File: src/rtl/cbm_pkg.sv
package cbm_pkg;
  localparam int unsigned LANES_DEF = 8;
  localparam int unsigned BYTE_W    = 8;
  localparam int unsigned COEF_W    = 4;
  localparam logic [7:0]  POLY_LOW_DEF = 8'h1D;

  // circulant coefficient vector, entry idx (mod 8)
  function automatic logic [COEF_W-1:0] coef_at(input int unsigned idx);
    case (idx % 8)
      0: coef_at = 4'd1;
      1: coef_at = 4'd9;
      2: coef_at = 4'd2;
      3: coef_at = 4'd5;
      4: coef_at = 4'd8;
      5: coef_at = 4'd1;
      6: coef_at = 4'd4;
      default: coef_at = 4'd1;
    endcase
  endfunction

  function automatic logic [7:0] dbl(input logic [7:0] v);
    dbl = {v[6:0], 1'b0} ^ (v[7] ? POLY_LOW_DEF : 8'h00);
  endfunction
endpackage

File: src/rtl/cbm_const_mul.sv
module cbm_const_mul #(
  parameter int unsigned CW       = 4,
  parameter logic [7:0]  POLY_LOW = 8'h1D,
  parameter logic [CW-1:0] COEF   = '0
) (
  input  logic [7:0] a,
  output logic [7:0] y
);
  // pw[i] = a * 2^i, built by a doubling chain
  logic [CW-1:0][7:0] pw;
  assign pw[0] = a;
  for (genvar i = 1; i < CW; i++) begin : g_dbl
    assign pw[i] = {pw[i-1][6:0], 1'b0} ^ ({8{pw[i-1][7]}} & POLY_LOW);
  end

  always_comb begin
    y = '0;
    for (int i = 0; i < CW; i++)
      if (COEF[i]) y = y ^ pw[i];
  end
endmodule

File: src/rtl/cbm_lane.sv
module cbm_lane
  import cbm_pkg::*;
#(
  parameter int unsigned LANES    = 8,
  parameter logic [7:0]  POLY_LOW = 8'h1D,
  parameter int unsigned ROT      = 0
) (
  input  logic [LANES*BYTE_W-1:0] grp,
  output logic [BYTE_W-1:0]       y
);
  logic [LANES-1:0][BYTE_W-1:0] prod;

  for (genvar k = 0; k < LANES; k++) begin : g_term
    cbm_const_mul #(
      .CW(COEF_W),
      .POLY_LOW(POLY_LOW),
      .COEF(coef_at((k + LANES - ROT) % LANES))
    ) i_mul (
      .a(grp[k*BYTE_W +: BYTE_W]),
      .y(prod[k])
    );
  end

  always_comb begin
    y = '0;
    for (int k = 0; k < LANES; k++) y = y ^ prod[k];
  end
endmodule

File: src/rtl/circ_byte_mixer.sv
module circ_byte_mixer
  import cbm_pkg::*;
#(
  parameter int unsigned LANES    = LANES_DEF,
  parameter logic [7:0]  POLY_LOW = POLY_LOW_DEF,
  parameter bit          OUT_REG  = 1'b1
) (
  input  logic                    clk,
  input  logic                    rst,
  input  logic                    in_valid,
  input  logic [LANES*BYTE_W-1:0] in_bytes,
  output logic                    out_valid,
  output logic [LANES*BYTE_W-1:0] out_bytes
);
  localparam int unsigned DW = LANES * BYTE_W;

  logic [DW-1:0] mixed;

  for (genvar j = 0; j < LANES; j++) begin : g_lane
    cbm_lane #(.LANES(LANES), .POLY_LOW(POLY_LOW), .ROT(j)) i_lane (
      .grp(in_bytes),
      .y(mixed[j*BYTE_W +: BYTE_W])
    );
  end

  // uniform input must give 3*x in every lane
  always_comb begin
    if (in_bytes == {LANES{in_bytes[BYTE_W-1:0]}} && LANES == 8 && POLY_LOW == 8'h1D)
      a_r7_uniform_triple: assert (mixed ==
        {LANES{dbl(in_bytes[BYTE_W-1:0]) ^ in_bytes[BYTE_W-1:0]}});
  end

  if (OUT_REG) begin : g_reg
    always_ff @(posedge clk) begin
      if (rst) begin
        out_valid <= 1'b0;
        out_bytes <= '0;
      end else begin
        out_valid <= in_valid;
        if (in_valid) out_bytes <= mixed;
      end
    end

    a_r5_valid_follows: assert property (@(posedge clk) disable iff (rst)
      in_valid |=> out_valid);
    a_r5_idle_follows: assert property (@(posedge clk) disable iff (rst)
      !in_valid |=> !out_valid);
    a_r6_hold_when_idle: assert property (@(posedge clk) disable iff (rst)
      !in_valid |=> $stable(out_bytes));
    a_r1_reset_clears: assert property (@(posedge clk)
      rst |=> !out_valid);
  end else begin : g_comb
    assign out_valid = in_valid & ~rst;
    assign out_bytes = mixed;
  end
endmodule

File: config.mk
export PLATFORM = sky130hd
export DESIGN_NAME = circ_byte_mixer
export DESIGN_NICKNAME = d
export VERILOG_FILES = /design/src/rtl/cbm_pkg.sv /design/src/rtl/cbm_const_mul.sv /design/src/rtl/cbm_lane.sv /design/src/rtl/circ_byte_mixer.sv
export SDC_FILE = /design/constraint.sdc
export NUM_CORES = 1
export LEC_CHECK = 0
export BUFFER_PORTS_ARGS = -buffer_cell sky130_fd_sc_hd__buf_4
export CORE_MARGIN = 2
export CORE_UTILIZATION = 50
export DETAILED_ROUTE_END_ITERATION = 12
export HOLD_SLACK_MARGIN = 0.05
export PLACE_DENSITY = 0.82
export SKIP_CTS_REPAIR_TIMING = 1
export SYNTH_ARGS = -nofsm -noshare
export SYNTH_HDL_FRONTEND = slang
export SYNTH_SLANG_ARGS = --single-unit
File: constraint.sdc
create_clock -name clk -period 2.3 [get_ports clk]
set_clock_uncertainty 0.05 [all_clocks]
set_input_delay 0.345 -clock clk [delete_from_list [all_inputs] [get_ports clk]]
set_output_delay 0.345 -clock clk [all_outputs]
set_load 0.02 [all_outputs]
==> Yosys cells after proc, flatten, opt, wreduce, memory -nomap -nowiden <==
Cells that the tools add are included.
{ "word_totals": {"ff_bits": 65, "inputBits": 67, "output_inout_bits": 65} }
{ "op_classes": {"n_bitwise": 96} }
{ "op_table": {"columns": ["operator", "count"], "rows": [
  ["$xor A8 B8 Y8", 72],
  ["$xor A8 B5 Y8", 24]
]} }

==> Longest topological paths before layout <==
Gate-level depths: netlist of run 1.
{ "depth": {"word_depth": 11, "mapped_depth": 7} }

==> By module <==
From an unflattened synthesis of run 1, not the netlist that was laid out.
{ "unflattened": {"hier_cells": 1232, "area_unflattened_um2": 11329.6} }
{ "by_module_without_submodules": {"columns": ["mod", "n_inst", "cells_each", "area_per_inst_um2", "seq_area_each_um2"], "rows": [
  ["cbm_lane", 8, 56, 490.5, 0.0],
  ["circ_byte_mixer", 1, 208, 2311.0, 1301.2],
  ["cbm_const_mul (g_lane[0].i_lane.g_term[0].i_mul ...)", 24, 8, 60.1, 0.0],
  ["cbm_const_mul (g_lane[0].i_lane.g_term[1].i_mul ...)", 8, 11, 117.6, 0.0],
  ["cbm_const_mul (g_lane[0].i_lane.g_term[6].i_mul ...)", 8, 8, 95.1, 0.0],
  ["cbm_const_mul (g_lane[0].i_lane.g_term[4].i_mul ...)", 8, 11, 92.6, 0.0],
  ["cbm_const_mul (g_lane[0].i_lane.g_term[3].i_mul ...)", 8, 10, 87.6, 0.0],
  ["cbm_const_mul (g_lane[0].i_lane.g_term[2].i_mul ...)", 8, 8, 63.8, 0.0]
]} }

==> Worst setup path after synthesis of run 1 <==
OpenSTA, ideal clock, no wires.
{ "synth_path": {"path_type": "input to register", "startpoint": "in in_bytes[31]", "endpoint": "reg out_bytes[3]", "setup_time_ns": 0.128, "t_arrival_ns": 1.836, "t_required_ns": 2.122, "setup_slack_ns": 0.286, "path_stages": 7, "n_path_buf": 1, "cell_sequence": "buf_4 xnor3_1 xnor3_1 xnor3_1 xnor2_1 mux2i_1 nor2_1"} }
{ "synth_via": {"elab_chain_cells": 8} }
{ "synth_rtl": {"columns": ["element", "line", "text"], "rows": [
  ["start, declared", "circ_byte_mixer.sv:11", "input logic [LANES*BYTE_W-1:0] in_bytes,"],
  ["$xor A8 B5 Y8 (2 in series)", "cbm_const_mul.sv:13", "assign pw[i] = {pw[i-1][6:0], 1'b0} ^ ({8{pw[i-1][7]}} & POLY_LOW);"],
  ["$xor A8 B8 Y8", "cbm_const_mul.sv:19", "if (COEF[i]) y = y ^ pw[i];"],
  ["$xor A8 B8 Y8 (5 in series)", "cbm_lane.sv:26", "for (int k = 0; k < LANES; k++) y = y ^ prod[k];"],
  ["end signal, assigned", "circ_byte_mixer.sv:40", "if (in_valid) out_bytes <= mixed;"],
  ["end, declared", "circ_byte_mixer.sv:13", "output logic [LANES*BYTE_W-1:0] out_bytes"]
]} }
Every way passes these cells.
A chain may end at the register's enable or synchronous reset.

==> Worst setup path in the final report of run 1 <==
{ "layout_path": {"startpoint": "in in_bytes[15]", "endpoint": "reg out_bytes[4]"} }
{ "layout_via": {"elab_chain_cells": 11} }
{ "layout_rtl": {"columns": ["element", "line"], "rows": [
  ["$xor A8 B5 Y8 (2 in series)", "cbm_const_mul.sv:13"],
  ["$xor A8 B5 Y8", null],
  ["$xor A8 B8 Y8", "cbm_const_mul.sv:19"],
  ["$xor A8 B8 Y8 (7 in series)", "cbm_lane.sv:26"]
]} }
Every way passes these cells.

==> results of run 1 <==
-- through the flow --
stage               hold WS, ns  utilization [%]  area [um2]  setup WS (ns)
finish                    0.314             62.9        8400          0.348
global route              0.306             62.9        8400          0.230
CTS                       0.298             62.9        8400          0.395
detailed placement        0.424             60.5        8070         0.0248
global placement          0.411             60.5        8070         0.0447
floorplan                 0.493                -        6860          0.286
-- how the worst max path moves through the flow --
stage	start	to	depth (start not counted)
after floorplan	in_bytes[31]	out_bytes[3]	7
after global placement	in_bytes[15]	out_bytes[4]	7
after detailed placement	in_bytes[15]	out_bytes[4]	7
after CTS	in_bytes[15]	out_bytes[4]	7
after global routing	in_bytes[15]	out_bytes[4]	7
final	in_bytes[15]	out_bytes[4]	7
-- area by class of cell --
cell class / instances / area (um2) / share of cell area, %
repair buffers: 175 / 1330 / 15.8
flip-flops and latches: 65 / 1300 / 15.5
inverters: 2 / 7.51 / 0.0894
clock buffers: 9 / 225 / 2.68
multi-input cells: 602 / 5220 / 62.1
well taps: 176 / 220 / 2.62
clock inverters: 7 / 103 / 1.22
-- placed cells by master (no fill, tap or decap), types with 2 or more instances in the layout --
cell type,netlist,routed
xnor2_2,3,3
clkinv_4,0,2
nor2_1,47,47
clkbuf_16,0,9
mux2i_1,9,9
o22ai_1,12,12
buf_4,11,174
nand2b_1,14,14
a211oi_1,39,39
dfxtp_1,65,65
xnor2_1,368,368
inv_1,2,2
inv_6,0,2
xor2_2,4,4
nor3b_1,3,3
xor2_1,79,79
bufinv_16,0,2
a21o_1,3,3
xnor3_1,17,17
-- worst reg2reg max path: stages (launching register included) --
cell and delay, ns:
dfxtp_1 0.35, nor2_1 0.05, a211oi_1 0.24
-- flip-flops by register name (all words and copies together), names as in the netlist --
signal	cells
out_valid	1
out_bytes	64
-- per-layer routing --
| layer | up-vias | track usage, % |
|---|---|---|
| met5 | - | 0 |
| met4 | 2 | 10.8 |
| met3 | 49 | 6.63 |
| met2 | 245 | 50.4 |
| met1 | 2476 | 40.4 |
| li1 | 2539 | - |
-- power by group --
| group | total, mW | leakage [nW] | internal (mW) | switching (mW) |
|---|---|---|---|---|
| Sequential | 1.55 | 0.539 | 1.40 | 0.150 |
| Clock | 1.52 | 0.157 | 0.959 | 0.564 |
| Combinational | 4.52 | 2.56 | 2.22 | 2.30 |
-- cells by family after synthesis --
family	count (synthesis)	synth area share, %
xor+xnor	472	64.6
simple gates	66	4.32
buf+inv	70	5.00
compound gates	55	5.76
mux	9	1.31
flops	65	19.0
==> summary.md, run 1 <==
| Metric | Value |
|---|---|
| Final Wtd Congestion | 1.00 |
| Clock Sinks | 65 |
| Layout area overhead | 22.4% |
| Critical Path, Cell by Cell | buf_4 -> xnor2_1 -> xnor3_1 -> xnor3_1 -> xnor2_1 -> mux2i_1 -> nor2_1 |
| Most frequent cell after synthesis | xnor2_1 |
| Nature of the critical path startpoint | input port |
| Post-synth top area cell | xnor2_1 |
| Nature of the critical path endpoint | flop |
| Crit path kind | in -> reg |
| Hold WC Path Type | in -> reg |
| Core area | 13300 um2 |
| H-tree depth | 3 |
| Worst Path Buf+Inv | 1 |
| Final Max Slew Viols | 0 |
| Final setup vio count | 0 |
| CTS tree | yes |
| Slew HR | 60.0% |
| Clock buffer depth | 2 |
| Avg WL per Cell | 21.3 um |
| Hold Crit Depth | 2 |
| Root buf cell | clkbuf_16 |
| First-pass GRT wire length | 32.5 mm |
| Period utilization | 84.9% |
| Initial antenna violation count | 1 |
| Cell Count, Final, Fillers Out | 1036 |
| Worst EP arrival | 2.14 ns |
| Post-synthesis sequential area ratio | 19.0% |
| First-pass iteration count of the detailed router | 5 |
| Vias in the first global route | 5181 |
| Async SR Flop Fraction | 0% |
| Iter 0 DRT Violations | 365 |
| Reg2reg end | out_bytes[24] |
| # diodes | 0 |
| Power per Cell Area | 904 nW/um2 |
| Register bit total from synthesis | 65 |
| R2R depth | 2 |
| Clock latency on the worst-skew pair | 0.34 ns |
| Grt ovf | 0 |
| Syn Inst Count | 737 |
| Final TNS setup | 0 ns |
| Site row count | 42 |
| FF-to-FF Start | out_bytes[24] |
| Max Cap Viol | 0 |
| Detail Route Antenna Nets | 0 |
| I/O Pins | 132 |
| Peak Freq | 512 MHz |
| Kind of cell adding the most delay to the critical path | XOR/XNOR gates |
| WL met3 | 1.62 mm |
| Share of cells above drive strength 1 | 23.0% |
| Hold wc startpoint | rst |
| Post-synth top cells | xnor2_1, xor2_1, dfxtp_1 |
| Number of distinct library cells after synthesis | 23 |
| Power Total | 7.59 mW |
| Top Metal Used | met5 |
| Worst Max-Slew Pin Slew | 0.595 ns |
| Die height | 121 um |
| Placed cell count | 1020 |
| Synthesized area per cell | 9.31 um2 |
| VDD IR max | 0.505 mV |
| Top cell type's share of synthesized area | 47.0% |
| Initial Util | 51.4% |
| Final hold violation count | 0 |
| Routed vias/inst | 5.13 |
| CTS buffer count | 9 |
| Via count | 5311 |
| Top cells by area, synth | xnor2_1, dfxtp_1, xor2_1 |
| Outcome | completed |
| Reg2Reg Setup Slack | 1.52 ns |
| Detail Placement HPWL | 17.7 mm |
| Filler Cell Count | 1181 |
| DIE AREA | 14700 um2 |
| CP max stage delay | 0.52 ns |
| Die width | 121 um |
| DR WL met2 | 10.3 mm |
| Clock-pin slew on the worst setup and hold paths | 0.07 ns |
| Routed WL | 22.1 mm |
| Yosys warns | 0 |
| Largest net degree at the start of global routing | 82 |
| Synth Flop Type | dfxtp_1 |
| Hold Path End | out_bytes[10] |
| Critical Path Fanout Max | 9 |
| Fin crit period | 1.95 ns |
| Gr usage total | 30.9% |
| IO buf count | 131 |
| Wire length on met1 | 9.40 mm |
| RSZ-0062 raised after global routing | false |
| Final nets | 922 |
| Synthesized area | 6860 um2 |
| WP data required | 2.49 ns |
| Synth Net Count | 804 |
| DR DRC count | 0 |
| Number of synthesized flops with an enable pin | 0 |
| Critical path's slowest cell | xnor2_1 |
| Total leakage power | 3.26 nW |
Note: power is estimated with default switching activity, not from simulation.
==> run 2, diff against run 1 <==
- PLACE_DENSITY: 0.82 -> 0.85
- clock period: 2.3 -> 1.68 ns (I/O delays scaled with it)
==> summary.md, run 2 (synthesized netlist as in run 1, its figures left out) <==
| Metric | Value |
|---|---|
| Slew HR | 57.2% (was 60.0%) |
| Outcome | completed (unchanged) |
| Worst Max-Slew Pin Slew | 0.640 ns (was 0.595 ns) |
| Clock Sinks | 65 (unchanged) |
| Filler Cell Count | 1003 (was 1181) |
| Avg WL per Cell | 20.2 um (was 21.3 um) |
| Biggest register | out_bytes (unchanged) |
| Hold Path End | out_bytes[44] (was out_bytes[10]) |
| Nature of the critical path endpoint | flop (unchanged) |
| H-tree depth | 3 (unchanged) |
| Reg2reg end | out_bytes[46] (was out_bytes[24]) |
| First-pass GRT wire length | 35.5 mm (was 32.5 mm) |
| Fin crit period | 1.66 ns |
| Root buf cell | clkbuf_16 (unchanged) |
| Sequential power share | 18.9% (was 20.5%) |
| Layout area overhead | 46.2% (was 22.4%) |
| Power per Cell Area | 1130 nW/um2 (was 904 nW/um2) |
| # diodes | 0 (unchanged) |
| Initial Util | 51.4% (unchanged) |
| Final setup vio count | 0 (unchanged) |
| DIE AREA | 14700 um2 (unchanged) |
| Largest registers | out_bytes x64, out_valid x1 (unchanged) |
| Clock latency on the worst-skew pair | 0.33 ns (was 0.34 ns) |
| Site row count | 42 (unchanged) |
| Vias in the first global route | 6025 (was 5181) |
| Commonest non-fill, non-tap cell in the layout | xnor2_1 (unchanged) |
| Routed vias/inst | 4.98 (was 5.13) |
| Area occupied by multi-input gates | 5510 um2 (was 5220 um2) |
| WP data required | 1.84 ns (was 2.49 ns) |
| Seq. cell area | 1300 um2 (unchanged) |
| VDD IR max | 0.899 mV (was 0.505 mV) |
| Routed WL | 24.4 mm (was 22.1 mm) |
| Detail Placement HPWL | 20.2 mm (was 17.7 mm) |
| Iter 0 DRT Violations | 554 (was 365) |
| Clock buffer depth | 2 (unchanged) |
| DR DRC count | 0 (unchanged) |
| Nature of the critical path startpoint | input port (unchanged) |
| Clock power share | 17.1% (was 20.1%) |
| Grt ovf | 0 (unchanged) |
| First-pass iteration count of the detailed router | 5 (unchanged) |
| Switching Share | 39.2% (was 39.6%) |
| Final TNS setup | 0 ns (unchanged) |
| Detail Route Antenna Nets | 0 (unchanged) |
| Initial antenna violation count | 0 (was 1) |
| Final nets | 1093 (was 922) |
| Largest net degree at the start of global routing | 75 (was 82) |
| Placed cell count | 1190 (was 1020) |
| Final Wtd Congestion | 1.02 (was 1.00) |
| Share of cells above drive strength 1 | 38.6% (was 23.0%) |
| Core area | 13300 um2 (unchanged) |
| Gr usage total | 33.7% (was 30.9%) |
| Final hold violation count | 0 (unchanged) |
| I/O Pins | 132 (unchanged) |
| Hold Crit Depth | 3 (was 2) |
| Reg2Reg Setup Slack | 0.84 ns (was 1.52 ns) |
| Die height | 121 um (unchanged) |
| FF-to-FF Start | out_bytes[46] (was out_bytes[24]) |
| Period utilization | 98.7% |
| IO buf count | 131 (unchanged) |
| Hold wc startpoint | in_valid (was rst) |
| Switching pwr | 4.45 mW (was 3.01 mW) |
| Max reg flops | 64 (unchanged) |
| Most frequent cells in the layout | xnor2_1, buf_4, xor2_1, dfxtp_1, nor2_1 (unchanged) |
| CTS buffer count | 9 (unchanged) |
| Via count | 6010 (was 5311) |
| Combinational cell fraction of total power | 64.0% (was 59.5%) |
| Critical Path Fanout Max | 8 (was 9) |
| CTS tree | yes (unchanged) |
| Peak Freq | 603 MHz |
| Clock-pin slew on the worst setup and hold paths | 0.06 ns (was 0.07 ns) |
| Die width | 121 um (unchanged) |
| Hold WC Path Type | in -> reg (unchanged) |
| Final Max Slew Viols | 0 (unchanged) |
| R2R depth | 2 (unchanged) |
| Worst EP arrival | 1.81 ns (was 2.14 ns) |
| Cell Count, Final, Fillers Out | 1207 (was 1036) |
| Total leakage power | 4.23 nW (was 3.26 nW) |
| Max Cap Viol | 0 (unchanged) |
| Crit path kind | in -> reg (unchanged) |
| Int Pwr | 6.88 mW (was 4.59 mW) |
-- run 2: through the flow --
step | total power, mW | util (%) | hold WS [ns] | setup slack, ns | area [um2]
2_1_floorplan | 6.57 | - | 0.454 | -0.0877 | 7100
4_1_cts | 11.2 | 74.4 | 0.304 | 0.0104 | 9930
3_3_place_gp | 9.14 | 72.1 | 0.417 | -0.287 | 9620
6_report | 11.3 | 75.1 | 0.306 | 0.0220 | 10000
3_5_place_dp | 9.26 | 72.1 | 0.428 | -0.342 | 9620
5_1_grt | 11.8 | 75.1 | 0.322 | -0.0379 | 10000
-- run 2: critical path, cell delays in order --
cell and delay, ns:
buf_4 0.18, buf_4 0.16, xnor2_2 0.25, buf_4 0.17, xnor2_1 0.13, xnor2_1 0.16, xnor2_1 0.10, xnor2_1 0.28
o22ai_1 0.14
-- run 2: worst max-delay path by stage --
stage | from | end | slack (ns)
after floorplan | in_bytes[38] | out_bytes[3] | -0.09
after global placement | in_bytes[59] | out_bytes[35] | -0.29
after detailed placement | in_bytes[47] | out_bytes[28] | -0.34
after CTS | in_bytes[47] | out_bytes[28] | 0.01
final | in_bytes[23] | out_bytes[2] | 0.02
after global routing | in_bytes[23] | out_bytes[37] | -0.04
-- run 2: layer usage --
layer	up-vias	GRT usage (%)	part of all wire [%]
met2	302	53.5	45
met5	-	0	0
met4	0	17.3	5.4
li1	2883	-	-
met3	68	5.08	7.4
met1	2757	44.4	42
-- run 2: area by class of cell --
| class | count | share of cell area [%] |
|---|---|---|
| Clock buffer | 12 | 2.56 |
| Timing Repair Buffer | 346 | 26.8 |
| Tap cell | 176 | 2.20 |
| Clock inverter | 4 | 0.511 |
| Multi-Input combinational cell | 602 | 54.9 |
| Inverter | 2 | 0.0748 |
| Sequential cell | 65 | 13.0 |
-- run 2: power groups by stage --
stage	Clock, mW	Combinational (mW)	Sequential [mW]
after floorplan	0	3.98	2.59
final	1.93	7.26	2.14
after global placement	0	6.98	2.16
after global routing	2.03	7.64	2.17
after detailed placement	0	7.09	2.17
after CTS	1.96	7.14	2.14
==> run 3, diff against run 2 <==
- CORE_MARGIN: 2 -> 3
==> summary.md, run 3 (synthesized netlist as in run 1, its figures left out) <==
| Metric | Value |
|---|---|
| Die width | 123 um (was 121 um) |
| Worst Path Buf+Inv | 3 (unchanged) |
| Die height | 123 um (was 121 um) |
| Max reg flops | 64 (unchanged) |
| Commonest non-fill, non-tap cell in the layout | xnor2_1 (unchanged) |
| DR DRC count | 0 (unchanged) |
| Kind of cell adding the most delay to the critical path | XOR/XNOR gates (unchanged) |
| Worst EP arrival | 1.86 ns (was 1.81 ns) |
| CTS tree | yes (unchanged) |
| Site row count | 42 (unchanged) |
| Critical Path Fanout Max | 6 (was 8) |
| Slew HR | 57.4% (was 57.2%) |
| Post-route cell area | 9970 um2 (was 10000 um2) |
| Initial Util | 51.4% (unchanged) |
| Area occupied by multi-input gates | 5490 um2 (was 5510 um2) |
| WP data required | 1.85 ns (was 1.84 ns) |
| Clock buffer depth | 2 (unchanged) |
| CTS buffer count | 9 (unchanged) |
| Critical path's slowest cell | xnor2_1 (unchanged) |
| Via count | 6050 (was 6010) |
| Nature of the critical path startpoint | input port (unchanged) |
| Final hold violation count | 0 (unchanged) |
| Iter 0 DRT Violations | 349 (was 554) |
| Cell Area, Placed | 9610 um2 (was 9620 um2) |
| Share of cells above drive strength 1 | 38.2% (was 38.6%) |
| PnR worst setup slack | -0.0164 ns (was 0.0220 ns) |
| Largest net degree at the start of global routing | 56 (was 75) |
| Crit path kind | in -> reg (unchanged) |
| Avg WL per Cell | 20.3 um (was 20.2 um) |
| Period utilization | 101% (was 98.7%) |
| Hold WC Path Type | in -> reg (unchanged) |
| Gr usage total | 32.7% (was 33.7%) |
| Initial antenna violation count | 0 (unchanged) |
| Layout area overhead | 45.4% (was 46.2%) |
| Reg2Reg Setup Slack | 0.85 ns (was 0.84 ns) |
| Max Cap Viol | 0 (unchanged) |
| I/O Pins | 132 (unchanged) |
| Largest registers | out_bytes x64, out_valid x1 (unchanged) |
| Total leakage power | 4.19 nW (was 4.23 nW) |
| Seq. cell area | 1300 um2 (unchanged) |
| Filler Cell Count | 986 (was 1003) |
| Root buf cell | clkbuf_16 (unchanged) |
| Core area | 13300 um2 (unchanged) |
| Clock-pin slew on the worst setup and hold paths | 0.06 ns (about the same) |
| IO buf count | 131 (unchanged) |
| Routed vias/inst | 5.01 (was 4.98) |
| VDD IR max | 0.655 mV (was 0.899 mV) |
| Final Max Slew Viols | 0 (unchanged) |
| Nature of the critical path endpoint | flop (unchanged) |
| Clock Sinks | 65 (unchanged) |
| Vias in the first global route | 6059 (was 6025) |
| Most common cell on crit path | xnor2_1 (unchanged) |
| Clock latency on the worst-skew pair | 0.34 ns (was 0.33 ns) |
| RSZ-0062 raised after global routing | true |
| Final setup vio count | 1 (was 0) |
| Routed WL | 24.5 mm (was 24.4 mm) |
| Outcome | finished, violations left (was completed) |
| Hold Slack | 0.216 ns (was 0.306 ns) |
| Failing checks | negative setup slack |
| First-pass iteration count of the detailed router | 4 (was 5) |
| DIE AREA | 15200 um2 (was 14700 um2) |
| Detail Placement HPWL | 20.4 mm (was 20.2 mm) |
| Critical Path, Cell by Cell | buf_4 -> xnor2_4 -> buf_4 -> xnor2_1 -> xnor2_1 -> xnor2_1 -> xnor2_1 -> buf_4 -> o22ai_1 (was buf_4 -> buf_4 -> xnor2_2 -> buf_4 -> xnor2_1 -> xnor2_1 -> xnor2_1 -> xnor2_1 -> o22ai_1) |
| H-tree depth | 3 (unchanged) |
| Most frequent cells in the layout | xnor2_1, buf_4, xor2_1, dfxtp_1, nor2_1 (unchanged) |
| # diodes | 0 (unchanged) |
| Grt ovf | 0 (unchanged) |
| Peak Freq | 589 MHz (was 603 MHz) |
| Detail Route Antenna Nets | 0 (unchanged) |
| Fin crit period | 1.70 ns (was 1.66 ns) |
| Power per Cell Area | 1120 nW/um2 (was 1130 nW/um2) |
| Worst Max-Slew Pin Slew | 0.634 ns (was 0.640 ns) |
| CP max stage delay | 0.33 ns (was 0.28 ns) |
| Final Wtd Congestion | 1.01 (was 1.02) |
| Biggest register | out_bytes (unchanged) |
| Final nets | 1093 (unchanged) |
| First-pass GRT wire length | 35.7 mm (was 35.5 mm) |
==> run 3: report_power, final <==
group	internal (mW)	switching, mW	leakage, nW
Combinational	3.75	3.49	3.52
Sequential	1.92	0.225	0.539
Clock	1.08	0.719	0.131
==> run 3: worst register-to-register path: stages (launching register included) <==
cell and delay, ns:
dfxtp_1 0.35, nor2_1 0.06, a211oi_1 0.27
==> run 3: final timing paths <==
path,from,end,cells after the start
worst max-delay path,in_bytes[15],out_bytes[44],9
worst min-delay path,rst,out_bytes[55],2
worst max register to register,out_bytes[62],out_bytes[62],2
worst min register to register,out_bytes[9],out_bytes[9],2
==> run 3: metal layers <==
metal  part of all wire, %  wire length (um)  vias up  track usage, %
li1                      -                 -     2866               -
met1                    40              9820     2809            41.5
met2                    47             11500      308            53.3
met3                   8.4              2050       67            7.23
met4                   4.5              1110        0            14.5
met5                     0                 0        -               0
==> run 3: per-stage QoR <==
step	power [mW]	cells	util (%)	TNS (ns)	worst slack, ns
6_report	11.2	1207	74.7	-0.0164	-0.0164
5_1_grt	11.7	1207	74.7	-0.134	-0.0396
4_1_cts	11.1	1207	74.2	-0.0963	-0.0895
3_5_place_dp	9.27	1191	72.0	-10.26	-0.437
3_3_place_gp	9.16	1191	72.0	-8.88	-0.434
2_1_floorplan	6.57	737	-	-0.182	-0.0877
==> run 3: cell type report <==
class	count	area share, %
clock inverter	4	0.276
sequential	65	13.0
tap	176	2.21
multi-input combinational	602	55.0
timing repair buffer	346	26.8
clock buffer	12	2.57
inverter	2	0.0753
